<file path="src/rtl/usb_pkt_dma_pkg.sv">
package usb_pkt_dma_pkg;
   typedef enum logic [2:0] {
      ST_IDLE    = 3'd0,
      ST_MEM_RD  = 3'd1,
      ST_FIFO_WR = 3'd2,
      ST_FIFO_RD = 3'd3,
      ST_MEM_WR  = 3'd4
   } dma_state_e;

   typedef enum logic {
      DIR_LOAD   = 1'b0,
      DIR_UNLOAD = 1'b1
   } dma_dir_e;

   typedef enum logic {
      MODE_SINGLE = 1'b0,
      MODE_BULK   = 1'b1
   } dma_mode_e;
endpackage

</file>
<file path="src/rtl/usb_pkt_dma_buf.sv">
module usb_pkt_dma_buf #(
   parameter int DEPTH = 64,
   parameter int DW    = 8,
   localparam int IW   = $clog2(DEPTH)
) (
   input  logic          clk,
   input  logic          wr_en,
   input  logic [IW-1:0] wr_idx,
   input  logic [DW-1:0] wr_data,
   input  logic [IW-1:0] rd_idx,
   output logic [DW-1:0] rd_data
);
   if (DEPTH < 2 || (1 << IW) != DEPTH) begin : g_bad_depth
      $error("usb_pkt_dma_buf: DEPTH must be a power of two of at least 2");
   end

   logic [DW-1:0] ent [DEPTH];

   for (genvar i = 0; i < DEPTH; i++) begin : g_ent
      logic [DW-1:0] ent_q;
      always_ff @(posedge clk) begin
         if (wr_en && wr_idx == IW'(i)) ent_q <= wr_data;
      end
      assign ent[i] = ent_q;
   end

   assign rd_data = ent[rd_idx];
endmodule

</file>
<file path="src/rtl/usb_pkt_dma_fsm.sv">
module usb_pkt_dma_fsm
   import usb_pkt_dma_pkg::*;
#(
   parameter int AW        = 32,
   parameter int CW        = 16,
   parameter int BUF_BYTES = 64,
   parameter int MAX_PKT   = 64,
   localparam int IW       = $clog2(BUF_BYTES)
) (
   input  logic          clk,
   input  logic          rst_n,
   input  logic          start,
   input  logic [AW-1:0] start_addr,
   input  logic [CW-1:0] start_count,
   input  logic          start_mode,
   input  logic          start_dir,
   input  logic          reg_access,
   output logic          bus_req,
   input  logic          bus_gnt,
   output logic          mem_valid,
   output logic          mem_write,
   output logic [AW-1:0] mem_addr,
   input  logic          mem_ready,
   input  logic          mem_err,
   output logic          fifo_wr_en,
   output logic          fifo_wlast,
   input  logic          fifo_full,
   output logic          fifo_rd_en,
   input  logic          fifo_rlast,
   input  logic          fifo_empty,
   output logic          buf_wr_en,
   output logic [IW-1:0] buf_wr_idx,
   output logic [IW-1:0] buf_rd_idx,
   output logic          buf_from_fifo,
   output logic          ch_enable,
   output logic          irq_done,
   output logic          irq_err,
   output logic          stat_bus_err
);
   localparam int FW = IW + 1;
   localparam logic [FW-1:0] FILL_TOP = FW'(BUF_BYTES - 1);
   localparam logic [CW-1:0] PKT_CAP  = CW'(MAX_PKT);

   if (MAX_PKT < 1 || MAX_PKT >= (1 << CW)) begin : g_bad_pkt
      $error("usb_pkt_dma_fsm: MAX_PKT must be at least 1 and fit in CW bits");
   end

   function automatic logic [CW-1:0] clamp_pkt(input logic [CW-1:0] n);
      return (n > PKT_CAP) ? PKT_CAP : n;
   endfunction

   dma_state_e    state_q;
   dma_dir_e      dir_q;
   dma_mode_e     mode_q;
   logic [AW-1:0] addr_q;
   logic [CW-1:0] rem_q, pkt_left_q;
   logic [FW-1:0] fill_q, drain_q;
   logic          pkt_end_q, short_q;

   logic mem_ok, mem_bad, last_in_buf, buf_full_now, rd_pkt_end, stop_after;

   assign bus_req      = (state_q == ST_MEM_RD) || (state_q == ST_MEM_WR);
   assign mem_valid    = bus_req && bus_gnt;
   assign mem_write    = (state_q == ST_MEM_WR);
   assign mem_addr     = addr_q;
   assign mem_ok       = mem_valid && mem_ready && !mem_err;
   assign mem_bad      = mem_valid && mem_err;
   assign fifo_wr_en   = (state_q == ST_FIFO_WR) && !fifo_full && !reg_access;
   assign fifo_rd_en   = (state_q == ST_FIFO_RD) && !fifo_empty && !reg_access;
   assign last_in_buf  = (drain_q + FW'(1)) == fill_q;
   assign buf_full_now = (fill_q == FILL_TOP);
   assign fifo_wlast   = fifo_wr_en && last_in_buf && pkt_end_q;
   assign rd_pkt_end   = fifo_rlast || (pkt_left_q == CW'(1));
   assign stop_after   = (mode_q == MODE_SINGLE) || (rem_q == '0) || short_q;
   assign buf_wr_en    = ((state_q == ST_MEM_RD) && mem_ok) || fifo_rd_en;
   assign buf_wr_idx   = fill_q[IW-1:0];
   assign buf_rd_idx   = drain_q[IW-1:0];
   assign buf_from_fifo = (dir_q == DIR_UNLOAD);

   always_ff @(posedge clk or negedge rst_n) begin
      if (!rst_n) begin
         state_q      <= ST_IDLE;
         dir_q        <= DIR_LOAD;
         mode_q       <= MODE_SINGLE;
         addr_q       <= '0;
         rem_q        <= '0;
         pkt_left_q   <= '0;
         fill_q       <= '0;
         drain_q      <= '0;
         pkt_end_q    <= 1'b0;
         short_q      <= 1'b0;
         ch_enable    <= 1'b0;
         irq_done     <= 1'b0;
         irq_err      <= 1'b0;
         stat_bus_err <= 1'b0;
      end else begin
         irq_done <= 1'b0;
         irq_err  <= 1'b0;
         unique case (state_q)
            ST_IDLE: begin
               if (start) begin
                  dir_q        <= dma_dir_e'(start_dir);
                  mode_q       <= dma_mode_e'(start_mode);
                  addr_q       <= start_addr;
                  rem_q        <= start_count;
                  pkt_left_q   <= clamp_pkt(start_count);
                  fill_q       <= '0;
                  drain_q      <= '0;
                  pkt_end_q    <= 1'b0;
                  short_q      <= 1'b0;
                  stat_bus_err <= 1'b0;
                  if (start_count == '0) begin
                     irq_done <= 1'b1;
                  end else begin
                     ch_enable <= 1'b1;
                     state_q   <= start_dir ? ST_FIFO_RD : ST_MEM_RD;
                  end
               end
            end
            ST_MEM_RD: begin
               if (mem_bad) begin
                  state_q      <= ST_IDLE;
                  ch_enable    <= 1'b0;
                  irq_err      <= 1'b1;
                  stat_bus_err <= 1'b1;
               end else if (mem_ok) begin
                  addr_q     <= addr_q + AW'(1);
                  rem_q      <= rem_q - CW'(1);
                  pkt_left_q <= pkt_left_q - CW'(1);
                  fill_q     <= fill_q + FW'(1);
                  if (pkt_left_q == CW'(1) || buf_full_now) begin
                     state_q   <= ST_FIFO_WR;
                     drain_q   <= '0;
                     pkt_end_q <= (pkt_left_q == CW'(1));
                  end
               end
            end
            ST_FIFO_WR: begin
               if (fifo_wr_en) begin
                  drain_q <= drain_q + FW'(1);
                  if (last_in_buf) begin
                     fill_q  <= '0;
                     drain_q <= '0;
                     if (!pkt_end_q) begin
                        state_q <= ST_MEM_RD;
                     end else if (stop_after) begin
                        state_q   <= ST_IDLE;
                        ch_enable <= 1'b0;
                        irq_done  <= 1'b1;
                     end else begin
                        pkt_left_q <= clamp_pkt(rem_q);
                        pkt_end_q  <= 1'b0;
                        state_q    <= ST_MEM_RD;
                     end
                  end
               end
            end
            ST_FIFO_RD: begin
               if (fifo_rd_en) begin
                  rem_q      <= rem_q - CW'(1);
                  pkt_left_q <= pkt_left_q - CW'(1);
                  fill_q     <= fill_q + FW'(1);
                  if (rd_pkt_end || buf_full_now) begin
                     state_q   <= ST_MEM_WR;
                     drain_q   <= '0;
                     pkt_end_q <= rd_pkt_end;
                     short_q   <= fifo_rlast && (pkt_left_q != CW'(1));
                  end
               end
            end
            ST_MEM_WR: begin
               if (mem_bad) begin
                  state_q      <= ST_IDLE;
                  ch_enable    <= 1'b0;
                  irq_err      <= 1'b1;
                  stat_bus_err <= 1'b1;
               end else if (mem_ok) begin
                  addr_q  <= addr_q + AW'(1);
                  drain_q <= drain_q + FW'(1);
                  if (last_in_buf) begin
                     fill_q  <= '0;
                     drain_q <= '0;
                     if (!pkt_end_q) begin
                        state_q <= ST_FIFO_RD;
                     end else if (stop_after) begin
                        state_q   <= ST_IDLE;
                        ch_enable <= 1'b0;
                        irq_done  <= 1'b1;
                     end else begin
                        pkt_left_q <= clamp_pkt(rem_q);
                        pkt_end_q  <= 1'b0;
                        state_q    <= ST_FIFO_RD;
                     end
                  end
               end
            end
            default: state_q <= ST_IDLE;
         endcase
      end
   end
endmodule

</file>
<file path="src/rtl/usb_pkt_dma.sv">
module usb_pkt_dma #(
   parameter int AW        = 32,
   parameter int CW        = 16,
   parameter int BUF_BYTES = 64,
   parameter int MAX_PKT   = 64
) (
   input  logic          clk,
   input  logic          rst_n,
   input  logic          cfg_start,
   input  logic [AW-1:0] cfg_addr,
   input  logic [CW-1:0] cfg_count,
   input  logic          cfg_mode,
   input  logic          cfg_dir,
   input  logic          reg_access,
   output logic          bus_req,
   input  logic          bus_gnt,
   output logic          mem_valid,
   output logic          mem_write,
   output logic [AW-1:0] mem_addr,
   output logic [7:0]    mem_wdata,
   input  logic [7:0]    mem_rdata,
   input  logic          mem_ready,
   input  logic          mem_err,
   output logic          fifo_wr_en,
   output logic [7:0]    fifo_wdata,
   output logic          fifo_wlast,
   input  logic          fifo_full,
   output logic          fifo_rd_en,
   input  logic [7:0]    fifo_rdata,
   input  logic          fifo_rlast,
   input  logic          fifo_empty,
   output logic          ch_enable,
   output logic          irq_done,
   output logic          irq_err,
   output logic          stat_bus_err
);
   localparam int IW = $clog2(BUF_BYTES);

   logic          buf_wr_en, buf_from_fifo;
   logic [IW-1:0] buf_wr_idx, buf_rd_idx;
   logic [7:0]    buf_wdata, buf_rdata;

   assign buf_wdata  = buf_from_fifo ? fifo_rdata : mem_rdata;
   assign mem_wdata  = buf_rdata;
   assign fifo_wdata = buf_rdata;

   usb_pkt_dma_fsm #(
      .AW(AW), .CW(CW), .BUF_BYTES(BUF_BYTES), .MAX_PKT(MAX_PKT)
   ) u_fsm (
      .clk(clk), .rst_n(rst_n),
      .start(cfg_start), .start_addr(cfg_addr), .start_count(cfg_count),
      .start_mode(cfg_mode), .start_dir(cfg_dir), .reg_access(reg_access),
      .bus_req(bus_req), .bus_gnt(bus_gnt), .mem_valid(mem_valid),
      .mem_write(mem_write), .mem_addr(mem_addr), .mem_ready(mem_ready),
      .mem_err(mem_err), .fifo_wr_en(fifo_wr_en), .fifo_wlast(fifo_wlast),
      .fifo_full(fifo_full), .fifo_rd_en(fifo_rd_en), .fifo_rlast(fifo_rlast),
      .fifo_empty(fifo_empty), .buf_wr_en(buf_wr_en), .buf_wr_idx(buf_wr_idx),
      .buf_rd_idx(buf_rd_idx), .buf_from_fifo(buf_from_fifo),
      .ch_enable(ch_enable), .irq_done(irq_done), .irq_err(irq_err),
      .stat_bus_err(stat_bus_err)
   );

   usb_pkt_dma_buf #(.DEPTH(BUF_BYTES), .DW(8)) u_buf (
      .clk(clk), .wr_en(buf_wr_en), .wr_idx(buf_wr_idx), .wr_data(buf_wdata),
      .rd_idx(buf_rd_idx), .rd_data(buf_rdata)
   );
endmodule

</file>
<file path="config.mk">
export PLATFORM = sky130hd
export DESIGN_NAME = usb_pkt_dma
export DESIGN_NICKNAME = d
export VERILOG_FILES = /design/src/rtl/usb_pkt_dma_pkg.sv /design/src/rtl/usb_pkt_dma_buf.sv /design/src/rtl/usb_pkt_dma_fsm.sv /design/src/rtl/usb_pkt_dma.sv
export SDC_FILE = /design/constraint.sdc
export NUM_CORES = 1
export LEC_CHECK = 0
export ABC_CLOCK_PERIOD_IN_PS = 6500
export BUFFER_PORTS_ARGS = -buffer_cell sky130_fd_sc_hd__clkbuf_2
export CAP_MARGIN = 20
export CORE_MARGIN = 2
export CORE_UTILIZATION = 60
export DETAILED_ROUTE_END_ITERATION = 16
export HOLD_SLACK_MARGIN = 0.1
export PLACE_DENSITY = 0.88
export REMOVE_ABC_BUFFERS = 1
export SKIP_CTS_REPAIR_TIMING = 1
export SYNTH_ARGS = -nofsm -noshare
export SYNTH_HDL_FRONTEND = slang
export SYNTH_SLANG_ARGS = --single-unit
</file>
<file path="constraint.sdc">
create_clock -name clk -period 6.5 [get_ports clk]
set_input_delay 0.65 -clock clk [delete_from_list [all_inputs] [get_ports clk]]
set_output_delay 0.65 -clock clk [all_outputs]
set_load 0.05 [all_outputs]
</file>
==> summary.md, run 1 <==
| Metric | Value |
|---|---|
| Outcome | `complete, no violations` |
| Syn avg cell area | `15.9 sq um` |
| Place WS | `2.13 ns` |
| Normalized max-slew margin | `0.239` |
| WP buf/inv | `2` |
| Max-Cap Viols | `0` |
| Die X-Extent | `211 um` |
| Die height | `211 um` |
| # IOs | `134` |
| Slew Viols, Final | `0` |
| # DRC | `0` |
| Clk root buf | `clkbuf_16` |
| Seq/Total Area, Yosys | `0.684` |
| Post-synthesis cell type count | `77` |
| CP endpoint kind | `output pin` |
| Max FO, Critical Path | `61` |
| Core box area | `42,100 sq um` |
| Hold Path End | `u_fsm.mode_q` |
| Most frequent CP cell | `o221ai_1` |
| Largest stage delay on the critical path | `1.02 ns` |
| Clk_lat worst skew | `0.67 ns` |
| Synth area leaders | `edfxtp_1 60%, mux4_2 11%, dfrtp_1 8.7%` |
| Gpl congestion | `0.895` |
| Cell Chain, Critical Path | `buf_4, nand2_1, o221ai_1, o22ai_1, a21oi_1, o221ai_1, o21ai_0, clkbuf_2` |
| Reg2reg setup slack | `2.25 ns` |
| CP max-delay cell | `dfrtp_4` |
| Synth Instances | `1,618` |
| Post-DP HPWL | `38,500 um` |
| Hold WS | `0.210 ns` |
| First-pass GRT wire length | `98,700 um` |
| Total wire length | `65,200 um` |
| All-Layer GR Usage | `0.300` |
| Worst R2R End | `u_buf.g_ent[33].ent_q[7]` |
| Initial Util | `0.611` |
| Area Growth Syn to Fin | `12.1%` |
| Clock buffer count from CTS | `56` |
| Final hold viol count | `0` |
| Worst-margin pin slew | `1.14 ns` |
| Top cell type's share of synthesized area | `0.597` |
| Max Freq | `0.190 GHz` |
| Drt wl/cell | `28.1 um` |
| Arrival time at the worst endpoint | `4.62 ns` |
| CP required | `5.85 ns` |
| Hold path depth | `3` |
| Power per Cell Area | `436 nW/um^2` |
| Initial antenna violation count | `1` |
| Ys Warns | `0` |
| Worst-path clk slew | `0.06 ns` |
| Most used DFF post-synth | `edfxtp_1` |
| # clock sinks | `601` |
| Fillers | `2,565` |
| Reg2Reg Depth | `7` |
| EDFF count, synth | `512` |
| Post-synth ARST share | `0.148` |
| Maximum VDD drop | `479 uV` |
| Final worst slack | `1.23 ns` |
| Worst min path class | `in2reg` |
| Post-layout util | `0.684` |
| Via density | `6.97` |
| I/O Buffers | `133` |
| Vias in the first global route | `15,900` |
| Netlist Area Pre-Place | `25,700 sq um` |
| Layout cells sized above 1 | `0.245` |
| # nets final | `1,820` |
| Worst-case clock buffer depth | `3` |
| H-tree levels | `2` |
| Commonest cells after routing, fill and taps aside | `512 x edfxtp_1, 132 x clkbuf_2, 130 x nor2_1, 128 x mux4_2` |
| Worst clock skew | `0.0637 ns` |
| Commonest non-fill, non-tap cell in the layout | `edfxtp_1` |
| Final min period | `5.27 ns` |
| First-pass DRT Iterations | `9` |
| Worst min-delay path startpoint | `cfg_mode` |
| Antenna cells | `0` |
| DIE AREA | `44,600 sq um` |
| Leak | `9.48 nW` |
| Crit Path Category | `reg2out` |
| Top delay family on crit path | `compound AO/OA/AOI/OAI gates` |
| Total number of vias | `16,200` |
| Antenna-violating nets left | `0` |
| Leading area contributor after synthesis | `edfxtp_1` |
| Global route overflow | `0` |
| Yosys reg bits | `601` |
| Standard-cell rows | `75` |
| Final worst path period share | `0.810` |
| RSZ-0062 raised after global routing | `no` |
| CP startpoint kind | `flip-flop` |
| Final setup fails | `0` |
| CTS tree | `done` |
| Initial DRC count | `1,969` |
| Largest net degree at the start of global routing | `65` |
| Worst R2R Start | `u_fsm.state_q[1]` |
==> cells in the mapped netlist (all sizes together), types with 12 or more instances <==
cell type	instances
a31oi	24
mux2	27
nor2	131
o221ai	25
nand2	87
mux4	128
o21ai	45
buf	32
mux2i	45
inv	26
a21oi	82
nor4	13
nor3	26
dfrtp	89
or3	12
edfxtp	512
o21a	13
o22ai	34
nand3	37
clkbuf	74
==> stage by stage <==
stage | std cells | TNS, ns | cell area (sq um) | power, mW
6_report | 2320 | 0 | 28800 | 12.6
2_1_floorplan | 1512 | -93.47 | 25300 | 8.03
3_3_place_gp | 2213 | 0 | 26900 | 8.90
3_5_place_dp | 2213 | 0 | 26900 | 9.08
5_1_grt | 2320 | 0 | 28800 | 13.0
4_1_cts | 2318 | 0 | 28800 | 12.5
==> worst reg2reg max path: stages, from the launching register on <==
cell and delay [ns]:
dfrtp_1 0.74, or3_1 0.20, a21oi_1 0.16, a2111o_1 0.77
nor2_1 0.19, buf_4 0.22, nand3_1 0.71, nor2_1 0.90
==> flip-flops by register name, indices dropped and copies added (netlist names) <==
register             cells
u_buf.g_ent.ent_q      512
u_fsm.ch_enable          1
u_fsm.stat_bus_err       1
u_fsm.irq_done           1
u_fsm.pkt_end_q          1
u_fsm.irq_err            1
u_fsm.drain_q            7
u_fsm.rem_q             16
u_fsm.fill_q             7
u_fsm.state_q            3
u_fsm.mode_q             1
u_fsm.mem_addr          32
u_fsm.short_q            1
u_fsm.pkt_left_q        16
u_fsm.buf_from_fifo      1
==> worst max-delay path by stage <==
stage	startpoint	endpoint	cells after the start
2_1_floorplan	u_fsm.drain_q[0]	fifo_wdata[5]	5
4_1_cts	u_fsm.drain_q[1]	mem_wdata[5]	8
5_1_grt	u_fsm.drain_q[1]	mem_wdata[5]	8
3_5_place_dp	u_fsm.drain_q[1]	fifo_wdata[1]	7
3_3_place_gp	u_fsm.drain_q[1]	mem_wdata[1]	7
6_report	u_fsm.drain_q[1]	mem_wdata[5]	8
==> logic make-up (layout without fill, tap and decap cells) <==
| family | after synthesis | in the layout | share of synthesized area |
|---|---|---|---|
| buffers and inverters | 133 | 296 | 0.0218 |
| AO/OA/AOI/OAI | 299 | 299 | 0.0773 |
| adder cells (fa/ha/maj) | 10 | 10 | 0.00486 |
| XOR/XNOR | 13 | 13 | 0.00442 |
| multiplexers | 200 | 200 | 0.142 |
| flip-flops | 601 | 601 | 0.684 |
| AND/OR/NAND/NOR | 362 | 362 | 0.0660 |
==> routing by layer <==
layer	wire length (um)	vias up	GRT usage
li1	-	6693	-
met1	23400	8026	0.399
met2	32000	1242	0.491
met3	6820	218	0.0547
met4	3020	0	0.134
met5	0	-	0
==> power by group <==
part	internal (mW)	total (mW)	switching, mW	leakage, nW
combinational	1.37	3.94	2.58	2.85
clock	1.94	3.43	1.49	0.941
sequential	4.71	5.19	0.481	5.68
total	8.02	12.6	4.55	9.48
==> area by class of cell <==
| cell class | instances | area [sq um] | area share |
|---|---|---|---|
| Inverter | 27 | 101 | 0.00351 |
| Clock buffer | 69 | 1500 | 0.0520 |
| Sequential cell | 601 | 17600 | 0.611 |
| Clock inverter | 36 | 448 | 0.0155 |
| Timing Repair Buffer | 164 | 920 | 0.0319 |
| Multi-Input combinational cell | 884 | 7590 | 0.263 |
| Tap cell | 539 | 674 | 0.0234 |
Note: power is estimated with default switching activity, not from simulation.
==> inputs of run 2 (changes only) <==
--- a/config.mk
+++ b/config.mk
@@ -5,7 +5,8 @@
 export SDC_FILE = /design/constraint.sdc
 export NUM_CORES = 1
 export LEC_CHECK = 0
-export ABC_CLOCK_PERIOD_IN_PS = 6500
+export ABC_AREA = 1
+export ABC_CLOCK_PERIOD_IN_PS = 5500
 export BUFFER_PORTS_ARGS = -buffer_cell sky130_fd_sc_hd__clkbuf_2
 export CAP_MARGIN = 20
 export CORE_MARGIN = 2
==> constraint.sdc (replaced) <==
create_clock -name clk -period 5.5 [get_ports clk]
set_input_delay 0.55 -clock clk [delete_from_list [all_inputs] [get_ports clk]]
set_output_delay 0.55 -clock clk [all_outputs]
set_load 0.05 [all_outputs]
==> run 2 against run 1 <==
Non-clock buffer count grew 10. Hold slack lost 0.057 ns. Clock-buffer cell count grew 10. Sequential power grew 14%. Largest cell class unchanged. Largest power group unchanged.
==> summary.md, run 2 <==
| Metric | Value |
|---|---|
| Post-synth ARST share | `0.148` |
| I/O Buffers | `133` |
| Worst-case clock buffer depth | `3` |
| Sum of negative setup slack | `0 ns` |
| Die X-Extent | `217 um` |
| Core box area | `44,400 sq um` |
| Antenna-violating nets left | `0` |
| Clock share of power | `0.268` |
| Outcome | `complete, no violations` |
| Power per Cell Area | `489 nW/um^2` |
| Die height | `217 um` |
| # DRC | `0` |
| CP startpoint kind | `flip-flop` |
| Worst Setup SP | `u_fsm.drain_q[1]` |
| Clk_lat worst skew | `0.65 ns` |
| Largest net degree at the start of global routing | `165` |
| Final hold viol count | `0` |
| Via density | `6.28` |
| Netlist Area Pre-Place | `27,200 sq um` |
| Switching share of total power | `0.398` |
| All-Layer GR Usage | `0.318` |
| Worst-margin pin slew | `1.18 ns` |
| H-tree levels | `2` |
| # IOs | `134` |
| Antenna cells | `0` |
| Area Growth Syn to Fin | `11.0%` |
| Layout cells sized above 1 | `0.107` |
| Leading area contributor after synthesis | `edfxtp_1` |
| Final min period | `4.46 ns` |
| Crit Path Category | `reg2out` |
| Max Freq | `0.224 GHz` |
| Most used DFF post-synth | `edfxtp_1` |
| Slew Viols, Final | `0` |
| Flop pwr share | `0.402` |
| Gpl congestion | `0.933` |
| # clock sinks | `601` |
| Total wire length | `75,300 um` |
| Leak | `11.4 nW` |
| Commonest cells after routing, fill and taps aside | `715 x nand2_1, 512 x edfxtp_1, 335 x nor2_1, 216 x o21ai_0, 132 x clkbuf_2` |
| Global route overflow | `0` |
| Final setup fails | `0` |
| Syn avg cell area | `10.1 sq um` |
| Biggest register | `u_buf.g_ent.ent_q` |
| Worst-path clk slew | `0.06 ns` |
| Max-Cap Viols | `0` |
| Worst min path class | `in2reg` |
| Initial antenna violation count | `0` |
| Post-synthesis cell type count | `49` |
| Internal Pwr Total | `8.86 mW` |
| Yosys reg bits | `601` |
| Design Power | `14.7 mW` |
| Synth cell count leaders | `716 x nand2_1, 512 x edfxtp_1, 336 x nor2_1, 216 x o21ai_0, 126 x a21oi_1` |
| RSZ-0062 raised after global routing | `no` |
| EDFF count, synth | `512` |
| Vias in the first global route | `21,400` |
| Final worst path period share | `0.811` |
| Post-DP HPWL | `45,700 um` |
| Psw | `5.86 mW` |
| Multi-input logic area | `8490 sq um` |
| Normalized max-slew margin | `0.209` |
| Max FFs per register | `512` |
| # nets final | `2,867` |
| CTS tree | `done` |
| Synth Instances | `2,692` |
| Initial Util | `0.611` |
| Worst clock skew | `0.0369 ns` |
| Drt wl/cell | `22.0 um` |
| Standard-cell rows | `77` |
| Comb power frac | `0.330` |
| CP required | `4.95 ns` |
| Most frequent cell after synthesis | `nand2_1` |
| Fillers | `3,113` |
| Total number of vias | `21,500` |
| Max FO, Critical Path | `35` |
| First-pass DRT Iterations | `8` |
| Ys Warns | `0` |
| Top cell type's share of synthesized area | `0.566` |
| Synth area leaders | `edfxtp_1 57%, nand2_1 9.9%, dfrtp_1 8.2%` |
| First-pass GRT wire length | `115,000 um` |
| Seq. cell area | `17,600 sq um` |
| DIE AREA | `47,000 sq um` |
| Commonest non-fill, non-tap cell in the layout | `nand2_1` |
| Initial DRC count | `3,308` |
| Worst R2R Start | `u_fsm.drain_q[1]` |
| Worst min-delay path startpoint | `cfg_mode` |
| Clk root buf | `clkbuf_16` |
| Arrival time at the worst endpoint | `3.91 ns` |
| Maximum VDD drop | `565 uV` |
| Clock buffer count from CTS | `59` |
| CP endpoint kind | `output pin` |
| Seq/Total Area, Yosys | `0.648` |
run 2: cell types whose count changed after synthesis, moves of 30 or more:
| cell | delta |
|---|---|
| mux4_2 | -128 |
| clkbuf_1 | +32 |
| nand2_1 | +630 |
| nor3_1 | +43 |
| nand4_1 | +30 |
| mux2i_1 | -37 |
| o22ai_1 | +36 |
| o21ai_0 | +171 |
| nor2_1 | +205 |
| inv_1 | +82 |
| a21oi_1 | +44 |
| nand3_1 | +72 |
run 2: power groups by stage:
stage	registers (mW)	clock network [mW]	logic, mW
2_1_floorplan	6.38	0	2.80
3_3_place_gp	5.97	0	4.57
3_5_place_dp	5.99	0	4.72
4_1_cts	5.90	3.95	4.77
5_1_grt	5.95	4.13	5.26
6_report	5.92	3.95	4.85
run 2: layer usage:
| metal | share of wire | routed length, um | track usage | up-vias |
|---|---|---|---|---|
| met5 | 0 | 0 | 0 | - |
| met4 | 0.052 | 3900 | 0.156 | 0 |
| met3 | 0.12 | 9260 | 0.0827 | 330 |
| met2 | 0.47 | 35000 | 0.511 | 1565 |
| met1 | 0.36 | 27100 | 0.403 | 10100 |
| li1 | - | - | - | 9514 |
run 2: logic make-up after synthesis:
kind of cell,Yosys count,share of synthesized area
AOI/OAI and AO/OA,478,0.0965
DFF,601,0.648
adders and majority gates,10,0.00461
muxes,16,0.00627
and+or+nand+nor,1302,0.198
xor gates and xnor gates,23,0.00742
buffers and inverters,262,0.0394
run 2: final timing paths:
check | endpoint | slack, ns | cells past startpoint
max | fifo_wlast | 1.04 | 13
min | u_fsm.mode_q | 0.15 | 3
max reg2reg | u_fsm.fill_q[6] | 1.65 | 15
min reg2reg | u_fsm.stat_bus_err | 0.50 | 1
max in group asynchronous | u_fsm.drain_q[0] | 3.83 | 3
min in group asynchronous | u_fsm.mem_addr[27] | 0.38 | 2
run 2: final cells by class:
class / count / area share
Clock buffer: 79 / 0.0522
Clock inverter: 29 / 0.00988
Inverter: 116 / 0.0146
Multi-Input combinational cell: 1829 / 0.282
Sequential cell: 601 / 0.584
Tap cell: 592 / 0.0246
Timing Repair Buffer: 174 / 0.0332
run 2: worst max-delay path, stage by stage, from the launching register on:
cell and delay, ns:
dfrtp_2 0.84, buf_4 0.51, ha_1 0.32, inv_1 0.06
nand2_1 0.09, nand2_1 0.12, nand2_1 0.08, nand2_1 0.06
nor2_1 0.10, nand2_1 0.11, nor2_4 0.24, nand2_4 0.13
nor3b_1 0.23, clkbuf_2 0.31
run 2: stage by stage:
stage	setup slack, ns	hold slack, ns	std cells	area [sq um]	util
final	1.04	0.153	3420	30100	0.679
after global routing	0.910	0.156	3420	30100	0.679
after CTS	1.08	-0.183	3416	30100	0.678
after detailed placement	1.81	0.475	3308	28200	0.636
after global placement	1.96	0.456	3303	28200	0.635
after floorplan	-4.71	0.254	2546	26500	-
